<file path="src/rtl/d8_pkg.sv">
package d8_pkg;
   localparam int SECTORS  = 8;
   localparam int SYM_BITS = 3;
   typedef logic [SYM_BITS-1:0] sector_t;
   typedef logic [SYM_BITS-1:0] symbol_t;
endpackage

</file>
<file path="src/rtl/d8_sector.sv">
module d8_sector
   import d8_pkg::*;
#(
   parameter int SAMPLE_W  = 12,
   parameter int TAN_NUM   = 106,
   parameter int TAN_SHIFT = 8
) (
   input  logic [SAMPLE_W-1:0] in_i,
   input  logic [SAMPLE_W-1:0] in_q,
   output sector_t             sector
);
   localparam int AW = SAMPLE_W + 1;
   localparam int PW = AW + TAN_SHIFT + 1;

   logic signed [AW-1:0] i_ext, q_ext;
   logic [AW-1:0]        i_mag, q_mag;
   logic [PW-1:0]        i_shl, q_shl, i_tan, q_tan;
   logic                 i_neg, q_neg, near_horiz, near_vert;

   always_comb begin
      i_ext = {in_i[SAMPLE_W-1], in_i};
      q_ext = {in_q[SAMPLE_W-1], in_q};
      i_neg = in_i[SAMPLE_W-1];
      q_neg = in_q[SAMPLE_W-1];
      i_mag = i_neg ? AW'(-i_ext) : AW'(i_ext);
      q_mag = q_neg ? AW'(-q_ext) : AW'(q_ext);
      i_shl = PW'(i_mag) << TAN_SHIFT;
      q_shl = PW'(q_mag) << TAN_SHIFT;
      i_tan = PW'(i_mag) * PW'(TAN_NUM);
      q_tan = PW'(q_mag) * PW'(TAN_NUM);
      near_horiz = (q_shl <= i_tan);
      near_vert  = (i_shl <= q_tan);
   end

   always_comb begin
      if (near_horiz)     sector = i_neg ? 3'd4 : 3'd0;
      else if (near_vert) sector = q_neg ? 3'd6 : 3'd2;
      else begin
         case ({i_neg, q_neg})
            2'b00:   sector = 3'd1;
            2'b10:   sector = 3'd3;
            2'b11:   sector = 3'd5;
            default: sector = 3'd7;
         endcase
      end
   end

   always_comb begin
      if (in_i == '0 && !q_neg && in_q != '0)
         AST_AXIS_NORTH: assert (sector == 3'd2);
      if (in_q == '0 && i_neg)
         AST_AXIS_WEST: assert (sector == 3'd4);
      if (sector == 3'd1)
         AST_DIAG_QUADRANT: assert (!i_neg && !q_neg);
   end
endmodule

</file>
<file path="src/rtl/d8_decode.sv">
module d8_decode
   import d8_pkg::*;
(
   input  logic    clk,
   input  logic    rst_n,
   input  logic    load,
   input  logic    ref_only,
   input  sector_t sector,
   output symbol_t sym
);
   sector_t prev_q;
   sector_t step;

   always_ff @(posedge clk or negedge rst_n) begin
      if (!rst_n)    prev_q <= '0;
      else if (load) prev_q <= sector;
   end

   assign step = sector - prev_q;

   for (genvar b = 0; b < SYM_BITS; b++) begin : g_ungray
      assign sym[b] = ^step[SYM_BITS-1:b];
   end

   AST_ZERO_STEP: assert property (@(posedge clk) disable iff (!rst_n)
      (load && !ref_only && sector == prev_q) |-> (sym == '0));
   AST_HALF_TURN: assert property (@(posedge clk) disable iff (!rst_n)
      (load && !ref_only && step == 3'd4) |-> (sym == 3'd7));
endmodule

</file>
<file path="src/rtl/d8_serial.sv">
module d8_serial
   import d8_pkg::*;
#(
   parameter bit LSB_FIRST = 1'b1
) (
   input  logic    clk,
   input  logic    rst_n,
   input  logic    load,
   input  symbol_t sym,
   output logic    ready,
   output logic    bit_valid,
   output logic    bit_data
);
   localparam int CW = $clog2(SYM_BITS + 1);

   logic [CW-1:0] cnt_q;
   symbol_t       sh_q, sh_next;

   if (LSB_FIRST) begin : g_lsb
      assign bit_data = sh_q[0];
      assign sh_next  = {1'b0, sh_q[SYM_BITS-1:1]};
   end else begin : g_msb
      assign bit_data = sh_q[SYM_BITS-1];
      assign sh_next  = {sh_q[SYM_BITS-2:0], 1'b0};
   end

   always_ff @(posedge clk or negedge rst_n) begin
      if (!rst_n) begin
         cnt_q <= '0;
         sh_q  <= '0;
      end else if (load) begin
         cnt_q <= CW'(SYM_BITS);
         sh_q  <= sym;
      end else if (cnt_q != '0) begin
         cnt_q <= cnt_q - 1'b1;
         sh_q  <= sh_next;
      end
   end

   assign bit_valid = (cnt_q != '0);
   assign ready     = (cnt_q <= CW'(1));

   AST_RUN_LENGTH: assert property (@(posedge clk) disable iff (!rst_n)
      $rose(bit_valid) |=> bit_valid);
   AST_BUSY_HOLDS: assert property (@(posedge clk) disable iff (!rst_n)
      (bit_valid && !ready) |=> bit_valid);
endmodule

</file>
<file path="src/rtl/d8psk_demap.sv">
module d8psk_demap
   import d8_pkg::*;
#(
   parameter int SAMPLE_W  = 12,
   parameter int TAN_NUM   = 106,
   parameter int TAN_SHIFT = 8,
   parameter bit LSB_FIRST = 1'b1
) (
   input  logic                clk,
   input  logic                rst_n,
   input  logic                burst_start,
   input  logic                in_valid,
   output logic                in_ready,
   input  logic [SAMPLE_W-1:0] in_i,
   input  logic [SAMPLE_W-1:0] in_q,
   output logic                bit_valid,
   output logic                bit_data
);
   if (SAMPLE_W < 4 || SAMPLE_W > 24) begin : g_bad_width
      $error("d8psk_demap: SAMPLE_W out of range");
   end
   if (TAN_SHIFT < 4 || TAN_NUM <= 0 || TAN_NUM >= (1 << TAN_SHIFT)) begin : g_bad_tan
      $error("d8psk_demap: tangent scaling out of range");
   end

   logic    armed_q, armed, accept, data_load;
   sector_t sector;
   symbol_t sym;

   assign armed     = armed_q | burst_start;
   assign accept    = in_valid & in_ready;
   assign data_load = accept & ~armed;

   always_ff @(posedge clk or negedge rst_n) begin
      if (!rst_n)           armed_q <= 1'b1;
      else if (accept)      armed_q <= 1'b0;
      else if (burst_start) armed_q <= 1'b1;
   end

   d8_sector #(
      .SAMPLE_W (SAMPLE_W),
      .TAN_NUM  (TAN_NUM),
      .TAN_SHIFT(TAN_SHIFT)
   ) i_sector (
      .in_i  (in_i),
      .in_q  (in_q),
      .sector(sector)
   );

   d8_decode i_decode (
      .clk     (clk),
      .rst_n   (rst_n),
      .load    (accept),
      .ref_only(armed),
      .sector  (sector),
      .sym     (sym)
   );

   d8_serial #(
      .LSB_FIRST(LSB_FIRST)
   ) i_serial (
      .clk      (clk),
      .rst_n    (rst_n),
      .load     (data_load),
      .sym      (sym),
      .ready    (in_ready),
      .bit_valid(bit_valid),
      .bit_data (bit_data)
   );

   AST_REF_SILENT: assert property (@(posedge clk) disable iff (!rst_n)
      (accept && armed) |=> !bit_valid);
   AST_DATA_EMITS: assert property (@(posedge clk) disable iff (!rst_n)
      (accept && !armed) |=> bit_valid);
   AST_IDLE_READY: assert property (@(posedge clk) disable iff (!rst_n)
      !bit_valid |-> in_ready);
endmodule

</file>
<file path="config.mk">
export PLATFORM = sky130hd
export DESIGN_NAME = d8psk_demap
export DESIGN_NICKNAME = d
export VERILOG_FILES = /design/src/rtl/d8_pkg.sv /design/src/rtl/d8_sector.sv /design/src/rtl/d8_decode.sv /design/src/rtl/d8_serial.sv /design/src/rtl/d8psk_demap.sv
export SDC_FILE = /design/constraint.sdc
export NUM_CORES = 1
export LEC_CHECK = 0
export ABC_AREA = 0
export ABC_CLOCK_PERIOD_IN_PS = 2300
export BUFFER_PORTS_ARGS = -buffer_cell sky130_fd_sc_hd__buf_2
export CAP_MARGIN = 20
export CELL_PAD_IN_SITES_DETAIL_PLACEMENT = 1
export CELL_PAD_IN_SITES_GLOBAL_PLACEMENT = 2
export CORE_MARGIN = 2
export CORE_UTILIZATION = 40
export CTS_CLUSTER_SIZE = 24
export DETAILED_ROUTE_END_ITERATION = 8
export PLACE_DENSITY_LB_ADDON = 0.1
export SLEW_MARGIN = 0
export SYNTH_ARGS = -nofsm -noshare
export SYNTH_HDL_FRONTEND = slang
export SYNTH_SLANG_ARGS = --single-unit
</file>
<file path="constraint.sdc">
create_clock -name clk -period 2.3 [get_ports clk]
set_input_delay 0.23 -clock clk [delete_from_list [all_inputs] [get_ports clk]]
set_output_delay 0.23 -clock clk [all_outputs]
set_load 0.005 [all_outputs]
</file>
After elaboration in Yosys (flattened, before gate mapping):

Cells that the tools add are included.

* register bits: 9
* output and inout bits: 3
* word-level logic and storage cells: 38

* $add $sub $neg: 4
* $mul: 2
* order comparisons: 3
* equality and inequality tests: 2
* multiplexer cells: 13
* bitwise logic cells: 4
* reductions and logical operators: 6

Operators with widths (count)
* $le A21 B20 Y1: 2
* $mul A13 B6 Y19 const B: 2
* $mux W13: 2
* $neg A12 Y13: 2
* $mux W3: 6
* $pmux W3 S3: 1
* $reduce_bool A2 Y1: 3
* $eq A2 B2 Y1 const B: 2
* $mux W2: 2
* $reduce_xor A3 Y1: 1
* $sub A3 B3 Y3: 1
* $and A1 B1 Y1: 2
* $le A2 B1 Y1 const B: 1
* $logic_not A2 Y1: 1
* $mux W1: 2
* $reduce_xor A2 Y1: 1
* $sub A2 B1 Y2 const B: 1
* $not A1 Y1: 1
* $or A1 B1 Y1: 1

Depth between registers and ports, before layout:

* depth after elaboration: 9
* mapped depth: 35

By module:

A second synthesis with hierarchy kept.

* cells, all modules: 580
* area total of the unflattened synthesis: 4962.3 µm²

By module, submodules not included
* d8_sector: times used 1, cells an instance 533, area each 4426.7 µm², seq. area each 0.0 µm²
* d8_serial: times used 1, cells an instance 25, area each 259.0 µm², seq. area each 125.1 µm²
* d8_decode: times used 1, cells an instance 17, area each 216.5 µm², seq. area each 75.1 µm²
* d8psk_demap: times used 1, cells an instance 5, area each 60.1 µm², seq. area each 26.3 µm²

Least setup slack after synthesis:

Ideal clock, no wire load.

* kind: input -> register
* from: input in_q[2]
* to: register i_serial.sh_q[0]
* arrival time: 6.936 ns
* data required time: 2.224 ns
* setup slack: -4.712 ns
* stages: 30
* path buffers: 1
* cells stage by stage: buf_2 nor4_4 nand2_2 nor4b_1 ha_1 fa_1 inv_1 fa_1 inv_1 ha_1 a21o_1 a21o_1 a21oi_1 o21ai_2 a21o_1 a21o_1 a21o_1 a21oi_1 xnor2_1 ha_1 and3_1 and3_1 and3_1 a32oi_2 a21boi_0 fa_1 xor2_1 xor2_1 xor3_1 o21ai_1

* cells in the longest elaborated chain, start to end: 9
* elaborated cells on any way between the ends: 10
* those cells by class: add/sub (2); mul (1); order compare (2); mux (4); reduce/logical (1)

RTL lines
* start, declared: line d8psk_demap.sv:15 `input logic [SAMPLE_W-1:0] in_q,`
* $neg A12 Y13: line d8_sector.sv:26 `q_mag = q_neg ? AW'(-q_ext) : AW'(q_ext);`
* $mux W13 *: line d8_sector.sv:26
* $mul A13 B6 Y19: line d8_sector.sv:30 `q_tan = PW'(q_mag) * PW'(TAN_NUM);`
* $le A21 B20 Y1: line d8_sector.sv:32 `near_vert = (i_shl <= q_tan);`
* $mux W3: line d8_sector.sv:37 `else if (near_vert) sector = q_neg ? 3'd6 : 3'd2;`
* $mux W3 *: line d8_sector.sv:36 `if (near_horiz) sector = i_neg ? 3'd4 : 3'd0;`
* net i_decode.sector[1]: line d8_decode.sv:8 `input sector_t sector,`
* $sub A3 B3 Y3 *: line d8_decode.sv:19 `assign step = sector - prev_q;`
* $reduce_xor A3 Y1 *: line d8_decode.sv:22 `assign sym[b] = ^step[SYM_BITS-1:b];`
* $mux W3 *: line d8_serial.sv:31 `end else if (load) begin`
* end signal, assigned: line d8_serial.sv:33 `sh_q <= sym;`
* end signal, assigned: line d8_serial.sv:36 `sh_q <= sh_next;`
* end, declared: line d8_serial.sv:17 `symbol_t sh_q, sh_next;`

The timed path passes the listed nets; every way through them passes the cells marked *.
A chain may end at the register's enable or synchronous reset.

Worst setup path after layout:

* from: input in_i[2]
* to: register i_serial.sh_q[1]

* cells in the longest elaborated chain, start to end: 8
* elaborated cells on any way between the ends: 10
* those cells by class: add/sub (2); mul (1); order compare (2); mux (4); reduce/logical (1)

RTL lines
* start, declared: line d8psk_demap.sv:14 `input logic [SAMPLE_W-1:0] in_i,`
* $neg A12 Y13: line d8_sector.sv:25 `i_mag = i_neg ? AW'(-i_ext) : AW'(i_ext);`
* $mux W13 *: line d8_sector.sv:25
* $mul A13 B6 Y19 or $le A21 B20 Y1 (tied branches): line d8_sector.sv:29, d8_sector.sv:32
* $le A21 B20 Y1 or $mux W3 (tied branches): line d8_sector.sv:31, d8_sector.sv:37
* $mux W3 *: line d8_sector.sv:36
* $sub A3 B3 Y3 *: line d8_decode.sv:19
* $reduce_xor A2 Y1 *: line d8_decode.sv:22
* $mux W3 *: line d8_serial.sv:31

Mark *: on every way between the ends. The rest lies on a longest branch, timed or not.

==> flow_results.xml <==
<?xml version="1.0" encoding="UTF-8"?>
<metrics>
  <group name="setup_path">
    <metric name="cpMaxStageDelayCell" unit="">fa_1</metric>
    <metric name="cp_common_cell" unit="">buf_6</metric>
    <metric name="path_delay_family" unit="">adder cells</metric>
    <metric name="required" unit="ns">2.41</metric>
    <metric name="crit_type" unit="">input pin to register</metric>
    <metric name="crit_arrival" unit="ns">6.96</metric>
    <metric name="cp-end-kind" unit="">register</metric>
    <metric name="timing.reg2reg.worst_path_depth" unit="">7</metric>
    <metric name="cp_slowest_stage_delay" unit="ns">0.58</metric>
    <metric name="regToRegEndpoint" unit="">i_serial.sh_q[2]</metric>
    <metric name="crit_buf_inv" unit="">7</metric>
    <metric name="critical_path.max_fanout" unit="">3</metric>
    <metric name="timing.reg2reg.setup_slack" unit="ns">0.37</metric>
    <metric name="worst_setup_path_start_kind" unit="">input pin</metric>
    <metric name="r2r_start" unit="">i_serial.cnt_q[1]</metric>
    <metric name="beginning_of_the_critical_path" unit="">in_i[2]</metric>
  </group>
  <group name="global_routing">
    <metric name="fraction_of_met2_tracks_used_by_global_routing" unit="">0.554</metric>
    <metric name="gr-usage-met1" unit="">0.287</metric>
    <metric name="gr-usage-all-layers" unit="">0.270</metric>
    <metric name="wire_length_of_the_first_global_routing_pass" unit="um">27700</metric>
    <metric name="grt_antenna_before_repair" unit="">0</metric>
    <metric name="global_route.usage.met3" unit="">0.0248</metric>
    <metric name="grt_pass1_vias" unit="">5687</metric>
    <metric name="grt_start_max_net_pins" unit="">10</metric>
    <metric name="global_route.peak_usage_layer" unit="">met2</metric>
    <metric name="gr-total-overflow" unit="">0</metric>
  </group>
  <group name="sta">
    <metric name="timing.setup.tns" unit="ns">-24.46</metric>
    <metric name="fin_worst_hold_slack" unit="ns">0.229</metric>
    <metric name="skew" unit="ns">0.00336</metric>
    <metric name="final.period_utilization" unit="">2.98</metric>
    <metric name="final.min_clock_period" unit="ns">6.86</metric>
    <metric name="maxClockFrequency" unit="MHz">146</metric>
    <metric name="finalSetupViolations" unit="">6</metric>
    <metric name="timing.final.ws_setup" unit="ns">-4.56</metric>
    <metric name="finalHoldViolations" unit="">0</metric>
    <metric name="grt_setup_unrepaired" unit="">true</metric>
    <metric name="count_of_pins_over_their_slew_limit" unit="">0</metric>
  </group>
  <group name="run">
    <metric name="drv.max_cap_violation_count" unit="">0</metric>
  </group>
  <group name="finish">
    <metric name="layout_cells_sized_above_1" unit="">0.462</metric>
    <metric name="areaGrowthSynthToFinish" unit="%">58.8</metric>
    <metric name="mostFrequentLayoutCell" unit="">buf_4</metric>
    <metric name="final-instance-count-excl-fill" unit="">953</metric>
    <metric name="finalInstanceArea" unit="sq um">7850</metric>
    <metric name="layout.nets" unit="">987</metric>
    <metric name="antenna-diode-count" unit="">0</metric>
    <metric name="highest_count_cells_in_the_layout_ignoring_fill_and_taps" unit="">buf_4 (192), inv_1 (96), ha_1 (89), fa_1 (38), xnor2_1 (30)</metric>
    <metric name="final.fill_count" unit="">1349</metric>
  </group>
  <group name="routing">
    <metric name="route.antenna.remaining_nets" unit="">0</metric>
    <metric name="avgViaCountPerCell" unit="">5.24</metric>
    <metric name="detail_route.wl_per_cell" unit="um">19.5</metric>
    <metric name="drc_errors_left" unit="">0</metric>
    <metric name="drt_first_pass_iters" unit="">4</metric>
    <metric name="detailroute.via_count" unit="">4994</metric>
    <metric name="initialDrtViolationCount" unit="">115</metric>
    <metric name="wirelength" unit="um">18600</metric>
  </group>
  <group name="placed_design">
    <metric name="portBuffers" unit="">30</metric>
    <metric name="gp_congestion" unit="">0.860</metric>
    <metric name="dp_cells" unit="">909</metric>
    <metric name="placed_area" unit="sq um">6830</metric>
    <metric name="hpwl_dp" unit="um">13200</metric>
  </group>
  <group name="die">
    <metric name="core-area" unit="sq um">12000</metric>
    <metric name="floorplan.initialDensity" unit="">0.411</metric>
    <metric name="dieArea" unit="sq um">13300</metric>
    <metric name="fp.dieH" unit="um">115</metric>
    <metric name="die_width" unit="um">115</metric>
    <metric name="row_count" unit="">40</metric>
    <metric name="ios" unit="">31</metric>
  </group>
  <group name="logic_synthesis">
    <metric name="synthArstFlopShare" unit="">1.00</metric>
    <metric name="synth-seq-cells" unit="">9</metric>
    <metric name="yosys_warnings" unit="">0</metric>
    <metric name="average_instance_area_after_synthesis" unit="sq um">8.73</metric>
    <metric name="synthCells" unit="">566</metric>
    <metric name="synth-edff-count" unit="">0</metric>
    <metric name="mappedNetlistArea" unit="sq um">4940</metric>
    <metric name="yosysUniqueCellTypes" unit="">70</metric>
    <metric name="synth_sequential_area_ratio" unit="">0.0458</metric>
    <metric name="ys_dominant_reg_cell" unit="">dfrtp_1</metric>
  </group>
  <group name="run_status">
    <metric name="run_status" unit="">finished with violations</metric>
    <metric name="failed_checks" unit="">setup timing</metric>
  </group>
  <group name="cts">
    <metric name="numCtsBuffers" unit="">3</metric>
    <metric name="clock_tree_from_tritoncts" unit="">done</metric>
    <metric name="ctsLongestPathBuffers" unit="">2</metric>
    <metric name="tritoncts_num_sinks" unit="">9</metric>
    <metric name="cts_htree_levels" unit="">1</metric>
    <metric name="cts_root_buf" unit="">clkbuf_16</metric>
    <metric name="clk_transition_reported_paths" unit="ns">0.04</metric>
    <metric name="worst_skew_pair_latency" unit="ns">0.24</metric>
  </group>
  <group name="power_and_ir_drop">
    <metric name="leakage" unit="nW">3.98</metric>
    <metric name="power_density" unit="nW/um^2">1580</metric>
    <metric name="total_power" unit="mW">12.4</metric>
    <metric name="ir_drop" unit="uV">832</metric>
  </group>
  <group name="min_path">
    <metric name="hold-path-endpoint" unit="">armed_q</metric>
    <metric name="min_path_cells" unit="">2</metric>
    <metric name="hold_class" unit="">input pin to register</metric>
    <metric name="min_from" unit="">burst_start</metric>
  </group>
</metrics>
flip-flops by register name, indices dropped and copies added, names as in the netlist:
name,flops
i_decode.prev_q,3
i_serial.cnt_q,2
armed_q,1
i_serial.sh_q,3
worst reg2reg max path, cell delays in order (launching register included):
cell and delay, ns:
dfrtp_1 0.39, inv_1 0.09, ha_1 0.14, nand2b_1 0.17
nand2_1 0.23, or3_1 0.53, nand3_1 0.16, o21ai_1 0.08
synthesized netlist by cell type, types with 8 or more instances:
master      n  area share
a21oi_1    25       0.025
nor3_1      9      0.0091
o21bai_1    8       0.012
a21o_1     12       0.018
ha_1      113        0.29
inv_1     112       0.085
dfrtp_1     8       0.041
xnor2_1    45       0.080
xor2_1     21       0.037
nor2_1     16       0.012
nand2_1    30       0.023
o21ai_0    14       0.014
fa_1       39        0.16
final cells by class:
type                       instances  area (sq um)  area share
multi-input combinational        446          5170       0.659
timing repair buffer             235          1770       0.225
inverter                         112           420      0.0536
sequential                         9           226      0.0289
tap                              147           184      0.0234
clock buffer                       4          78.8      0.0100
layer usage:
layer	share of wire	vias up
met5	0	-
met4	0.029	0
met3	0.023	42
met2	0.57	84
met1	0.37	2479
li1	-	2389
power breakdown:
group          internal [mW]  leakage [nW]  switching (mW)
clock network          0.233        0.0382          0.0895
logic                   6.16          3.83            5.66
registers              0.231         0.113          0.0598
timing repair:
action / 4_1_cts / 5_1_grt
endpoints found under the hold margin: 8 / 0
resized for setup: 71 / 36
buffers inserted: 27 / 12
pin swaps: 59 / 56
setup endpoints to repair: 6 / 6
hold buffers: 1 / 0
kinds of logic (layout without fill, tap and decap cells):
| group | after synthesis | after routing | share of synthesized area |
|---|---|---|---|
| adder cells (fa/ha/maj) | 152 | 152 | 0.444 |
| buffers and inverters | 117 | 351 | 0.0894 |
| AO/OA/AOI/OAI | 109 | 109 | 0.161 |
| AND/OR/NAND/NOR | 100 | 100 | 0.110 |
| XOR/XNOR | 70 | 70 | 0.132 |
| flip-flops | 9 | 9 | 0.0458 |
| multiplexers | 7 | 7 | 0.0172 |
| other | 2 | 8 | 0.00152 |
worst max-delay path by stage:
stage	to	cells after the start
floorplan	i_serial.sh_q[0]	32
global placement	i_serial.sh_q[0]	32
detailed placement	i_serial.sh_q[0]	32
CTS	i_serial.sh_q[0]	35
global route	i_serial.sh_q[1]	35
finish	i_serial.sh_q[1]	34
through the flow:
step / setup slack, ns / utilization
floorplan: -4.19 / -
global placement: -4.92 / 0.568
detailed placement: -5.08 / 0.568
CTS: -4.40 / 0.630
global route: -4.81 / 0.653
finish: -4.56 / 0.653
Power figures use the tool's default switching activity.
